**src/rtl/irq_entry_pkg.sv**
```systemverilog
package irq_entry_pkg;
  localparam int unsigned WORD_W = 32;
  localparam int unsigned HALF_W = 16;

  typedef enum logic [1:0] {
    ENT_NONE  = 2'd0,
    ENT_RESET = 2'd1,
    ENT_NMI   = 2'd2,
    ENT_LEVEL = 2'd3
  } entry_e;

  typedef struct packed {
    logic [WORD_W-1:0] pc_addr;
    logic [WORD_W-1:0] pc_data;
    logic [WORD_W-1:0] psw_addr;
    logic [HALF_W-1:0] psw_data;
    logic [WORD_W-1:0] sp;
    logic [HALF_W-1:0] psw;
    logic [WORD_W-1:0] pc;
  } upd_t;
endpackage

```
**src/rtl/irq_req_latch.sv**
```systemverilog
module irq_req_latch
  import irq_entry_pkg::*;
#(
  parameter int unsigned LVL_W    = 3,
  parameter int unsigned NONE_LVL = 7
) (
  input  logic             clk_i,
  input  logic             rst_ni,
  input  logic             reset_req_i,
  input  logic             nmi_req_i,
  input  logic             lvl_valid_i,
  input  logic [LVL_W-1:0] lvl_i,
  input  entry_e           take_i,
  output logic             rst_pend_o,
  output logic             nmi_pend_o,
  output logic [LVL_W-1:0] lvl_o
);
  always_ff @(posedge clk_i or negedge rst_ni) begin
    if (!rst_ni) begin
      rst_pend_o <= 1'b0;
      nmi_pend_o <= 1'b0;
      lvl_o      <= LVL_W'(NONE_LVL);
    end else if (take_i == ENT_RESET) begin
      // reset entry wins over everything arriving in the same cycle
      rst_pend_o <= 1'b0;
      nmi_pend_o <= 1'b0;
      lvl_o      <= LVL_W'(NONE_LVL);
    end else begin
      if (reset_req_i) rst_pend_o <= 1'b1;
      if (nmi_req_i)                nmi_pend_o <= 1'b1;
      else if (take_i == ENT_NMI)   nmi_pend_o <= 1'b0;
      if (lvl_valid_i) lvl_o <= lvl_i;
    end
  end
endmodule

```
**src/rtl/irq_vec_regs.sv**
```systemverilog
module irq_vec_regs #(
  parameter int unsigned NUM_VEC     = 7,
  parameter int unsigned LVL_W       = 3,
  parameter int unsigned ADDR_W      = 7,
  parameter int unsigned DATA_W      = 16,
  parameter int unsigned VEC_STRIDE  = 4,
  parameter int unsigned MEMCTL_OFS  = 'h20,
  parameter int unsigned MODE_OFS    = 'h40,
  parameter logic [DATA_W-1:0] MEMCTL_VAL = 16'h0003,
  parameter logic [DATA_W-1:0] MODE_VAL   = 16'h0010
) (
  input  logic              clk_i,
  input  logic              rst_ni,
  input  logic              clear_i,
  input  logic              wr_i,
  input  logic [ADDR_W-1:0] addr_i,
  input  logic [DATA_W-1:0] wdata_i,
  output logic [DATA_W-1:0] rdata_o,
  input  logic [LVL_W-1:0]  sel_i,
  output logic [DATA_W-1:0] vec_o
);
  logic [DATA_W-1:0] vec_q [NUM_VEC];

  for (genvar i = 0; i < NUM_VEC; i++) begin : g_vec
    localparam logic [ADDR_W-1:0] OFS = ADDR_W'(i * VEC_STRIDE);
    always_ff @(posedge clk_i or negedge rst_ni) begin
      if (!rst_ni)                       vec_q[i] <= '0;
      else if (clear_i)                  vec_q[i] <= '0;
      else if (wr_i && addr_i == OFS)    vec_q[i] <= wdata_i;
    end
  end

  always_comb begin
    rdata_o = '0;
    if (addr_i == ADDR_W'(MEMCTL_OFS)) rdata_o = MEMCTL_VAL;
    if (addr_i == ADDR_W'(MODE_OFS))   rdata_o = MODE_VAL;
    for (int i = 0; i < NUM_VEC; i++) begin
      if (addr_i == ADDR_W'(i * VEC_STRIDE)) rdata_o = vec_q[i];
    end
  end

  always_comb begin
    vec_o = '0;
    for (int i = 0; i < NUM_VEC; i++) begin
      if (sel_i == LVL_W'(i)) vec_o = vec_q[i];
    end
  end
endmodule

```
**src/rtl/irq_entry_arb.sv**
```systemverilog
module irq_entry_arb
  import irq_entry_pkg::*;
#(
  parameter int unsigned LVL_W    = 3,
  parameter int unsigned IE_BIT   = 11,
  parameter int unsigned LM_LSB   = 8,
  parameter logic [WORD_W-1:0] NMI_PC   = 32'h4000_0008,
  parameter logic [WORD_W-1:0] VEC_BASE = 32'h4000_0000
) (
  input  logic              boundary_i,
  input  logic              rst_pend_i,
  input  logic              nmi_pend_i,
  input  logic [LVL_W-1:0]  lvl_i,
  input  logic [WORD_W-1:0] pc_i,
  input  logic [WORD_W-1:0] sp_i,
  input  logic [HALF_W-1:0] psw_i,
  input  logic [HALF_W-1:0] vec_i,
  output entry_e            kind_o,
  output upd_t              upd_o
);
  localparam logic [WORD_W-1:0] WORD_BYTES = WORD_W / 8;
  localparam logic [WORD_W-1:0] FRAME      = 2 * WORD_BYTES;

  logic [LVL_W-1:0] mask_lvl;
  logic             ie;

  always_comb begin
    mask_lvl = psw_i[LM_LSB +: LVL_W];
    ie       = psw_i[IE_BIT];
    kind_o   = ENT_NONE;
    upd_o    = '0;
    if (boundary_i) begin
      if (rst_pend_i)                   kind_o = ENT_RESET;
      else if (nmi_pend_i)              kind_o = ENT_NMI;
      else if (ie && lvl_i < mask_lvl)  kind_o = ENT_LEVEL;
    end
    if (kind_o == ENT_NMI || kind_o == ENT_LEVEL) begin
      upd_o.pc_addr      = sp_i - WORD_BYTES;
      upd_o.pc_data      = pc_i;
      upd_o.psw_addr     = sp_i - FRAME;
      upd_o.psw_data     = psw_i;
      upd_o.sp           = sp_i - FRAME;
      upd_o.psw          = psw_i;
      upd_o.psw[IE_BIT]  = 1'b0;
      if (kind_o == ENT_LEVEL) begin
        upd_o.psw[LM_LSB +: LVL_W] = lvl_i;
        upd_o.pc = VEC_BASE + {{(WORD_W-HALF_W){1'b0}}, vec_i};
      end else begin
        upd_o.pc = NMI_PC;
      end
    end
  end
endmodule

```
**src/rtl/irq_entry_seq.sv**
```systemverilog
module irq_entry_seq
  import irq_entry_pkg::*;
#(
  parameter int unsigned NUM_VEC    = 7,
  parameter int unsigned ADDR_W     = 7,
  parameter int unsigned IE_BIT     = 11,
  parameter int unsigned LM_LSB     = 8,
  parameter logic [31:0] NMI_PC     = 32'h4000_0008,
  parameter logic [31:0] VEC_BASE   = 32'h4000_0000,
  parameter logic [15:0] MEMCTL_VAL = 16'h0003,
  parameter logic [15:0] MODE_VAL   = 16'h0010
) (
  input  logic              clk_i,
  input  logic              rst_ni,
  input  logic              reset_req_i,
  input  logic              nmi_req_i,
  input  logic              lvl_valid_i,
  input  logic [2:0]        lvl_i,
  input  logic              boundary_i,
  input  logic [31:0]       pc_i,
  input  logic [31:0]       sp_i,
  input  logic [15:0]       psw_i,
  input  logic              reg_wr_i,
  input  logic [ADDR_W-1:0] reg_addr_i,
  input  logic [15:0]       reg_wdata_i,
  output logic [15:0]       reg_rdata_o,
  output logic              upd_valid_o,
  output logic [1:0]        upd_kind_o,
  output logic [31:0]       push_pc_addr_o,
  output logic [31:0]       push_pc_data_o,
  output logic [31:0]       push_psw_addr_o,
  output logic [15:0]       push_psw_data_o,
  output logic [31:0]       new_sp_o,
  output logic [15:0]       new_psw_o,
  output logic [31:0]       new_pc_o,
  output logic              ack_valid_o,
  output logic [2:0]        ack_lvl_o
);
  localparam int unsigned LVL_W = $clog2(NUM_VEC + 1);

  logic             rst_pend, nmi_pend;
  logic [LVL_W-1:0] lvl_q;
  logic [15:0]      vec_sel;
  entry_e           kind_d, kind_q;
  upd_t             upd_d, upd_q;
  logic [LVL_W-1:0] ack_lvl_q;

  irq_req_latch #(.LVL_W(LVL_W), .NONE_LVL(NUM_VEC)) u_latch (
    .clk_i       (clk_i),
    .rst_ni      (rst_ni),
    .reset_req_i (reset_req_i),
    .nmi_req_i   (nmi_req_i),
    .lvl_valid_i (lvl_valid_i),
    .lvl_i       (LVL_W'(lvl_i)),
    .take_i      (kind_d),
    .rst_pend_o  (rst_pend),
    .nmi_pend_o  (nmi_pend),
    .lvl_o       (lvl_q)
  );

  irq_vec_regs #(
    .NUM_VEC(NUM_VEC), .LVL_W(LVL_W), .ADDR_W(ADDR_W), .DATA_W(16),
    .MEMCTL_VAL(MEMCTL_VAL), .MODE_VAL(MODE_VAL)
  ) u_vec (
    .clk_i   (clk_i),
    .rst_ni  (rst_ni),
    .clear_i (kind_d == ENT_RESET),
    .wr_i    (reg_wr_i),
    .addr_i  (reg_addr_i),
    .wdata_i (reg_wdata_i),
    .rdata_o (reg_rdata_o),
    .sel_i   (lvl_q),
    .vec_o   (vec_sel)
  );

  irq_entry_arb #(
    .LVL_W(LVL_W), .IE_BIT(IE_BIT), .LM_LSB(LM_LSB),
    .NMI_PC(NMI_PC), .VEC_BASE(VEC_BASE)
  ) u_arb (
    .boundary_i (boundary_i),
    .rst_pend_i (rst_pend),
    .nmi_pend_i (nmi_pend),
    .lvl_i      (lvl_q),
    .pc_i       (pc_i),
    .sp_i       (sp_i),
    .psw_i      (psw_i),
    .vec_i      (vec_sel),
    .kind_o     (kind_d),
    .upd_o      (upd_d)
  );

  always_ff @(posedge clk_i or negedge rst_ni) begin
    if (!rst_ni) begin
      kind_q    <= ENT_NONE;
      upd_q     <= '0;
      ack_lvl_q <= '0;
    end else begin
      kind_q    <= kind_d;
      upd_q     <= upd_d;
      ack_lvl_q <= (kind_d == ENT_LEVEL) ? lvl_q : '0;
    end
  end

  assign upd_valid_o     = kind_q != ENT_NONE;
  assign upd_kind_o      = kind_q;
  assign push_pc_addr_o  = upd_q.pc_addr;
  assign push_pc_data_o  = upd_q.pc_data;
  assign push_psw_addr_o = upd_q.psw_addr;
  assign push_psw_data_o = upd_q.psw_data;
  assign new_sp_o        = upd_q.sp;
  assign new_psw_o       = upd_q.psw;
  assign new_pc_o        = upd_q.pc;
  assign ack_valid_o     = kind_q == ENT_LEVEL;
  assign ack_lvl_o       = 3'(ack_lvl_q);
endmodule

```
**config.mk**
```make
export PLATFORM = sky130hd
export DESIGN_NAME = irq_entry_seq
export DESIGN_NICKNAME = d
export VERILOG_FILES = /design/src/rtl/irq_entry_pkg.sv /design/src/rtl/irq_req_latch.sv /design/src/rtl/irq_vec_regs.sv /design/src/rtl/irq_entry_arb.sv /design/src/rtl/irq_entry_seq.sv
export SDC_FILE = /design/constraint.sdc
export NUM_CORES = 1
export LEC_CHECK = 0
export ABC_AREA = 1
export BUFFER_PORTS_ARGS = -buffer_cell sky130_fd_sc_hd__buf_4
export CORE_MARGIN = 8
export CORE_UTILIZATION = 45
export DETAILED_ROUTE_END_ITERATION = 6
export GPL_ROUTABILITY_DRIVEN = 0
export PLACE_DENSITY = 0.79
export SLEW_MARGIN = 40
export SYNTH_ARGS = -nofsm -noshare
export SYNTH_HDL_FRONTEND = slang
export SYNTH_SLANG_ARGS = --single-unit
```
**constraint.sdc**
```tcl
create_clock -name clk_i -period 2 [get_ports clk_i]
set_input_delay 0.4 -clock clk_i [delete_from_list [all_inputs] [get_ports clk_i]]
set_output_delay 0.4 -clock clk_i [all_outputs]
set_load 0.01 [all_outputs]
```
## After elaboration in Yosys (flattened, before gate mapping)

Index checks and enable logic that the tools add are counted.

- Bits in registers: 314
- Latch bits: 0
- Memory bits (writable): 0
- Bits in read-only memories: 0
- Bits of input ports: 113
- Output and inout port bits: 215
- Logic and storage cells: 108
- Memories kept: 0

- $add $sub $neg: 3
- Multiply operators: 0
- Div/mod/pow operators: 0
- Magnitude comparators: 1
- Equal/unequal tests: 18
- Shift-type cells: 0
- Mux-type cells: 45
- Bitwise operators: 0
- Reductions and logical operators: 22

Operators by type and width:

| cell | number |
|---|---|
| $mux W16 | 28 |
| $mux W192 | 1 |
| $add A31 B16 Y32 const A | 1 |
| $mux W32 | 1 |
| $sub A32 B3 Y32 const B | 1 |
| $sub A32 B4 Y32 const B | 1 |
| $eq A7 B5 Y1 const B | 3 |
| $reduce_bool A2 Y1 | 10 |
| $eq A7 B4 Y1 const B | 2 |
| $mux W3 | 4 |
| $mux W2 | 5 |
| $eq A3 B3 Y1 const B | 3 |
| $logic_and A1 B1 Y1 | 8 |
| $eq A7 B3 Y1 const B | 1 |
| $eq A7 B6 Y1 const B | 1 |
| $eq A7 B7 Y1 const B | 1 |
| $logic_not A7 Y1 | 1 |
| $eq A2 B2 Y1 const B | 3 |
| $eq A3 B2 Y1 const B | 2 |
| $mux W1 | 5 |
| $mux W5 | 1 |
| $eq A3 B1 Y1 const B | 1 |
| $logic_not A3 Y1 | 1 |
| $lt A3 B3 Y1 | 1 |
| 3 further kinds | 3 |

## Longest topological paths before layout

- Depth in word-level cells: 11
- Mapped depth: 11

## Cells and area by module

From an unflattened synthesis, not the netlist that was laid out.

- Cell total of the unflattened synthesis: 1601
- Area total of the unflattened synthesis: 14018.4 µm²

By module, submodules not included:

| module | times used | cells an instance | area each (µm²) |
|---|---|---|---|
| irq_vec_regs | 1 | 792 | 6012.0 |
| irq_entry_seq | 1 | 209 | 4977.3 |
| irq_entry_arb | 1 | 577 | 2820.2 |
| irq_req_latch | 1 | 23 | 209.0 |

## Worst setup path before layout

No wires, ideal clock.

- Path kind: input to output
- Start point: in reg_addr_i[3]
- End point: out reg_rdata_o[10]
- Arrival time: 1448 ps
- Required time: 1600 ps
- Setup slack: 152 ps
- Cell stages on the path: 8
- Path through: inv_1 > nand3_1 > nor2_2 > clkbuf_1 > nand2_1 > nand3_1 > nor2_1 > nand4_1

- Cells in the longest elaborated chain, start to end: 8
- Elaborated cells on any way between the ends: 14
- Those cells by class: eq/ne: 6; mux: 7; reduce/logical: 1

Ends and longest elaborated chain:

| item | line | source |
|---|---|---|
| start, declared | irq_entry_seq.sv:24 | `input logic [ADDR_W-1:0] reg_addr_i,` |
| $logic_not A7 Y1 | irq_vec_regs.sv:38 | `if (addr_i == ADDR_W'(i * VEC_STRIDE)) rdata_o = vec_q[i];` |
| $mux W16 (6 in a row) | irq_vec_regs.sv:38 |  |
| $mux W16 * | irq_vec_regs.sv:38 |  |
| end, declared | irq_entry_seq.sv:26 | `output logic [15:0] reg_rdata_o,` |

Every way passes the cells marked *; elsewhere a longest branch is shown, timed or not.

## Worst setup path in the final report

- Start point: reg u_vec.vec_q[87] (netlist bit)
- End point: out reg_rdata_o[7]

- Cells in the longest elaborated chain, start to end: 6

Ends and longest elaborated chain:

| item | line | source |
|---|---|---|
| start, declared | irq_vec_regs.sv:22 | `logic [DATA_W-1:0] vec_q [NUM_VEC];` |
| start signal, assigned by index | irq_vec_regs.sv:29 | `else if (wr_i && addr_i == OFS) vec_q[i] <= wdata_i;` |
| $mux W16 (6 in a row) | irq_vec_regs.sv:38 |  |

Every way passes these cells.

==> flow_metrics.tcl <==
set metrics [dict create \
    tightest_slew_ns 1.01 \
    drcViolationCount 2 \
    power_uw 15300 \
    fp.dieArea_um2 34000 \
    grt_setup_unrepaired "yes" \
    status "finished, violations left" \
    grt_usage_pct 24.0 \
    die_w_um 184 \
    antenna_found_initial 1 \
    fin_ws_ns -0.173 \
    routedWlPerCell_um 21.7 \
    grt_pass1_wl_um 65200 \
    hp-class "in2reg" \
    grt_max_degree 85 \
    wirelength_um 53000 \
    cts_made_buffers 28 \
    netlist_area_um2 12800 \
    clock_skew_ns 0.0278 \
    fmax_mhz 460 \
    syn2layout_area_growth_pct 52.5 \
    initial_core_util_pct 45.8 \
    fill_cells 1911 \
    leakage_uw 0.0100 \
    fp.dieH_um 184 \
    cts.sinks 252 \
    io_pins 328 \
    final_util_pct 69.9 \
    slew_violations 0 \
    setup_viol 50 \
    htreeDepth 1 \
    clk_latency_ns 0.56 \
    fp-row-count 61 \
    cts.path.max_buffers 3 \
    critPathLaunchType "register" \
    cts-root-buf "clkbuf_16" \
    period_needed_ns 2.17 \
    drt_iter0_drc 1852 \
    path_common_cell "nand3_2" \
    crit_type "reg2out" \
    grt-ovfl-total 0 \
    crit_path_cell_trace "nand3_2, nand3_2, nor2_2, nand4_1, buf_4" \
    synth.distinct_cells 31 \
    dr_total_vias 14000 \
    ys_seq_area_share_pct 49.4 \
    postRouteAntennaNets 0 \
    violations "design-rule violations, negative setup slack" \
    critical_path.slowest_cell "dfrtp_1" \
    clk_pin_slew_ns 0.06 \
    dr.pass1.iters 7 \
    num_antenna_cells 0 \
    slowest_delay_ns 0.44 \
    nets 2163 \
    cp-end-kind "primary output" \
    finalCritPeriodShare_pct 109 \
    maxCapViolCount 0 \
    slew-limit-headroom_pct 32.4 \
    numPortBuffers 311 \
    drive_gt1_share_pct 38.6 \
    p_per_area_nw_per_um2 785 \
    cp_max_fo 3 \
    avgSynthCellArea_um2 7.70 \
    syn_inst 1658 \
    grt_pass1_vias 12300 \
    hold_viol_final 0 \
    ys.warnings.count 0 \
    critPathBufInv 1 \
    dpl-instance-area_um2 15900 \
    required_ns 1.60 \
    cp.arrival_ns 1.77 \
    tritoncts "done" \
    place_hpwl_um 30600 \
    design_area_um2 19500 \
    max-vdd-ir-drop_uv 637 \
    timing.hold.ws_ns 0.0366 \
    vias_per_cell 5.72 \
    ys_ff_latch 252 \
    critPathTopFamily "simple AND/OR/NAND/NOR gates" \
    core-area_um2 27900 \
]
==> state kept, by name, summed over array words and instances (netlist names) <==
register and cells:
u_vec.vec_q 112, push_pc_data_o 32, push_psw_addr_o 32, push_pc_addr_o 30
new_pc_o 17, push_psw_data_o 15, new_psw_o 4, ack_lvl_o 3
u_latch.lvl_o 3, upd_kind_o 2, u_latch.nmi_pend_o 1, u_latch.rst_pend_o 1
==> cells by family (layout without fill, tap and decap cells) <==
logic type      count (synthesis)  after routing  synth area share [%]
flops                         252            252                  49.4
other cells                     1             16                0.0294
compound gates                 61             61                  2.55
buf+inv                       353            747                  12.7
xor+xnor                       37             37                  2.54
simple gates                  949            949                  32.2
fa+ha+maj                       5              5                 0.490
==> cells in the mapped netlist <==
cell type,instances,share of area [%]
nand2_1,318,9.4
nand3_1,288,11
nor2_1,268,7.9
dfrtp_1,249,49
inv_1,213,6.3
buf_4,66,3.9
buf_2,39,1.5
o21ai_0,37,1.5
nand4_1,35,1.7
xor2_1,34,2.3
nor3_1,22,0.86
clkbuf_1,19,0.56
a21oi_1,12,0.47
buf_1,10,0.29
inv_2,6,0.18
o22ai_1,6,0.29
ha_1,5,0.49
nor2_2,4,0.20
dfstp_2,3,0.62
nand2_2,3,0.15
nor2_4,3,0.26
nor3b_1,3,0.18
o211ai_1,3,0.18
xnor2_1,3,0.21
a31oi_1,2,0.098
or2_2,2,0.098
a211oi_1,1,0.059
and2_1,1,0.049
conb_1,1,0.029
nand3_2,1,0.078
nor3_4,1,0.13
==> worst reg2reg max path, delay by kind of cell (launching register included) <==
family                 cells  cell delay, ns
and+or+nand+nor            4            0.59
DFF                        1            0.55
buffers and inverters      7            0.72
AOI/OAI and AO/OA          1            0.11
==> worst paths after layout <==
check	start	end	slack (ns)	cells after the start
worst max register to register	u_latch.lvl_o[1]	new_pc_o[5]	-0.06	12
worst max-delay path	u_vec.vec_q[87]	reg_rdata_o[7]	-0.17	5
min in group asynchronous	rst_ni	push_psw_data_o[0]	0.42	2
worst min-delay path	sp_i[2]	push_pc_addr_o[2]	0.04	2
max in group asynchronous	rst_ni	u_latch.lvl_o[2]	0.94	3
worst min register to register	u_vec.vec_q[17]	u_vec.vec_q[17]	0.52	2
==> metrics by stage <==
step / worst slack (ns) / setup TNS (ns) / cells
floorplan: 0.152 / 0 / 1673
global placement: -0.0426 / -1.20 / 2325
detailed placement: -0.0851 / -3.96 / 2325
CTS: -0.0431 / -0.116 / 2384
global route: -0.241 / -6.95 / 2445
finish: -0.173 / -1.28 / 2445
==> metal layers <==
metal	global-route usage [%]	wire, um	up-vias
li1	-	-	5909
met1	29.7	17800	6508
met2	40.0	24200	1198
met3	5.32	7360	368
met4	10.6	3700	2
met5	0	15	-
==> power by group <==
part	internal (uW)	total (uW)	switching (uW)	leakage, uW
clock network	3230	5410	2180	0.000472
logic	2020	4290	2270	0.00610
registers	5390	5570	174	0.00347
total	10600	15300	4630	0.0100
==> area by class of cell <==
type | instances | area [um2] | area share (%)
flip-flops and latches | 252 | 6310 | 32.4
multi-input cells | 1068 | 6130 | 31.5
repair buffers | 476 | 4740 | 24.3
inverters | 219 | 840 | 4.31
clock buffers | 39 | 813 | 4.18
well taps | 378 | 473 | 2.43
clock inverters | 13 | 158 | 0.810
==> cell usage in the layout (no fill, tap or decap), types with 5 or more instances in the layout <==
| cell type | n |
|---|---|
| nand2_2 | 17 |
| nor2_4 | 9 |
| o21ai_0 | 36 |
| clkbuf_8 | 5 |
| nand3_4 | 7 |
| clkbuf_16 | 59 |
| clkinv_2 | 5 |
| o22ai_1 | 6 |
| buf_12 | 36 |
| buf_6 | 18 |
| nand3_1 | 91 |
| nor2_2 | 16 |
| xor2_1 | 34 |
| buf_4 | 377 |
| nor2_1 | 250 |
| dfrtp_1 | 248 |
| clkbuf_1 | 5 |
| nand3_2 | 191 |
| a21oi_1 | 11 |
| inv_4 | 7 |
| inv_1 | 201 |
| conb_1 | 16 |
| inv_2 | 11 |
| nor3_1 | 19 |
| nand4_1 | 35 |
| buf_8 | 10 |
| nand2_1 | 300 |
==> repair_timing <==
item                                    CTS  global route
cloned                                    1            43
endpoints found under the hold margin    49             0
gates resized for setup                  16           302
endpoints found under the setup margin   46           189
pin swaps                                 6           116
hold buffers                              2             0
buffers inserted                          4            19
Power figures use the tool's default switching activity.
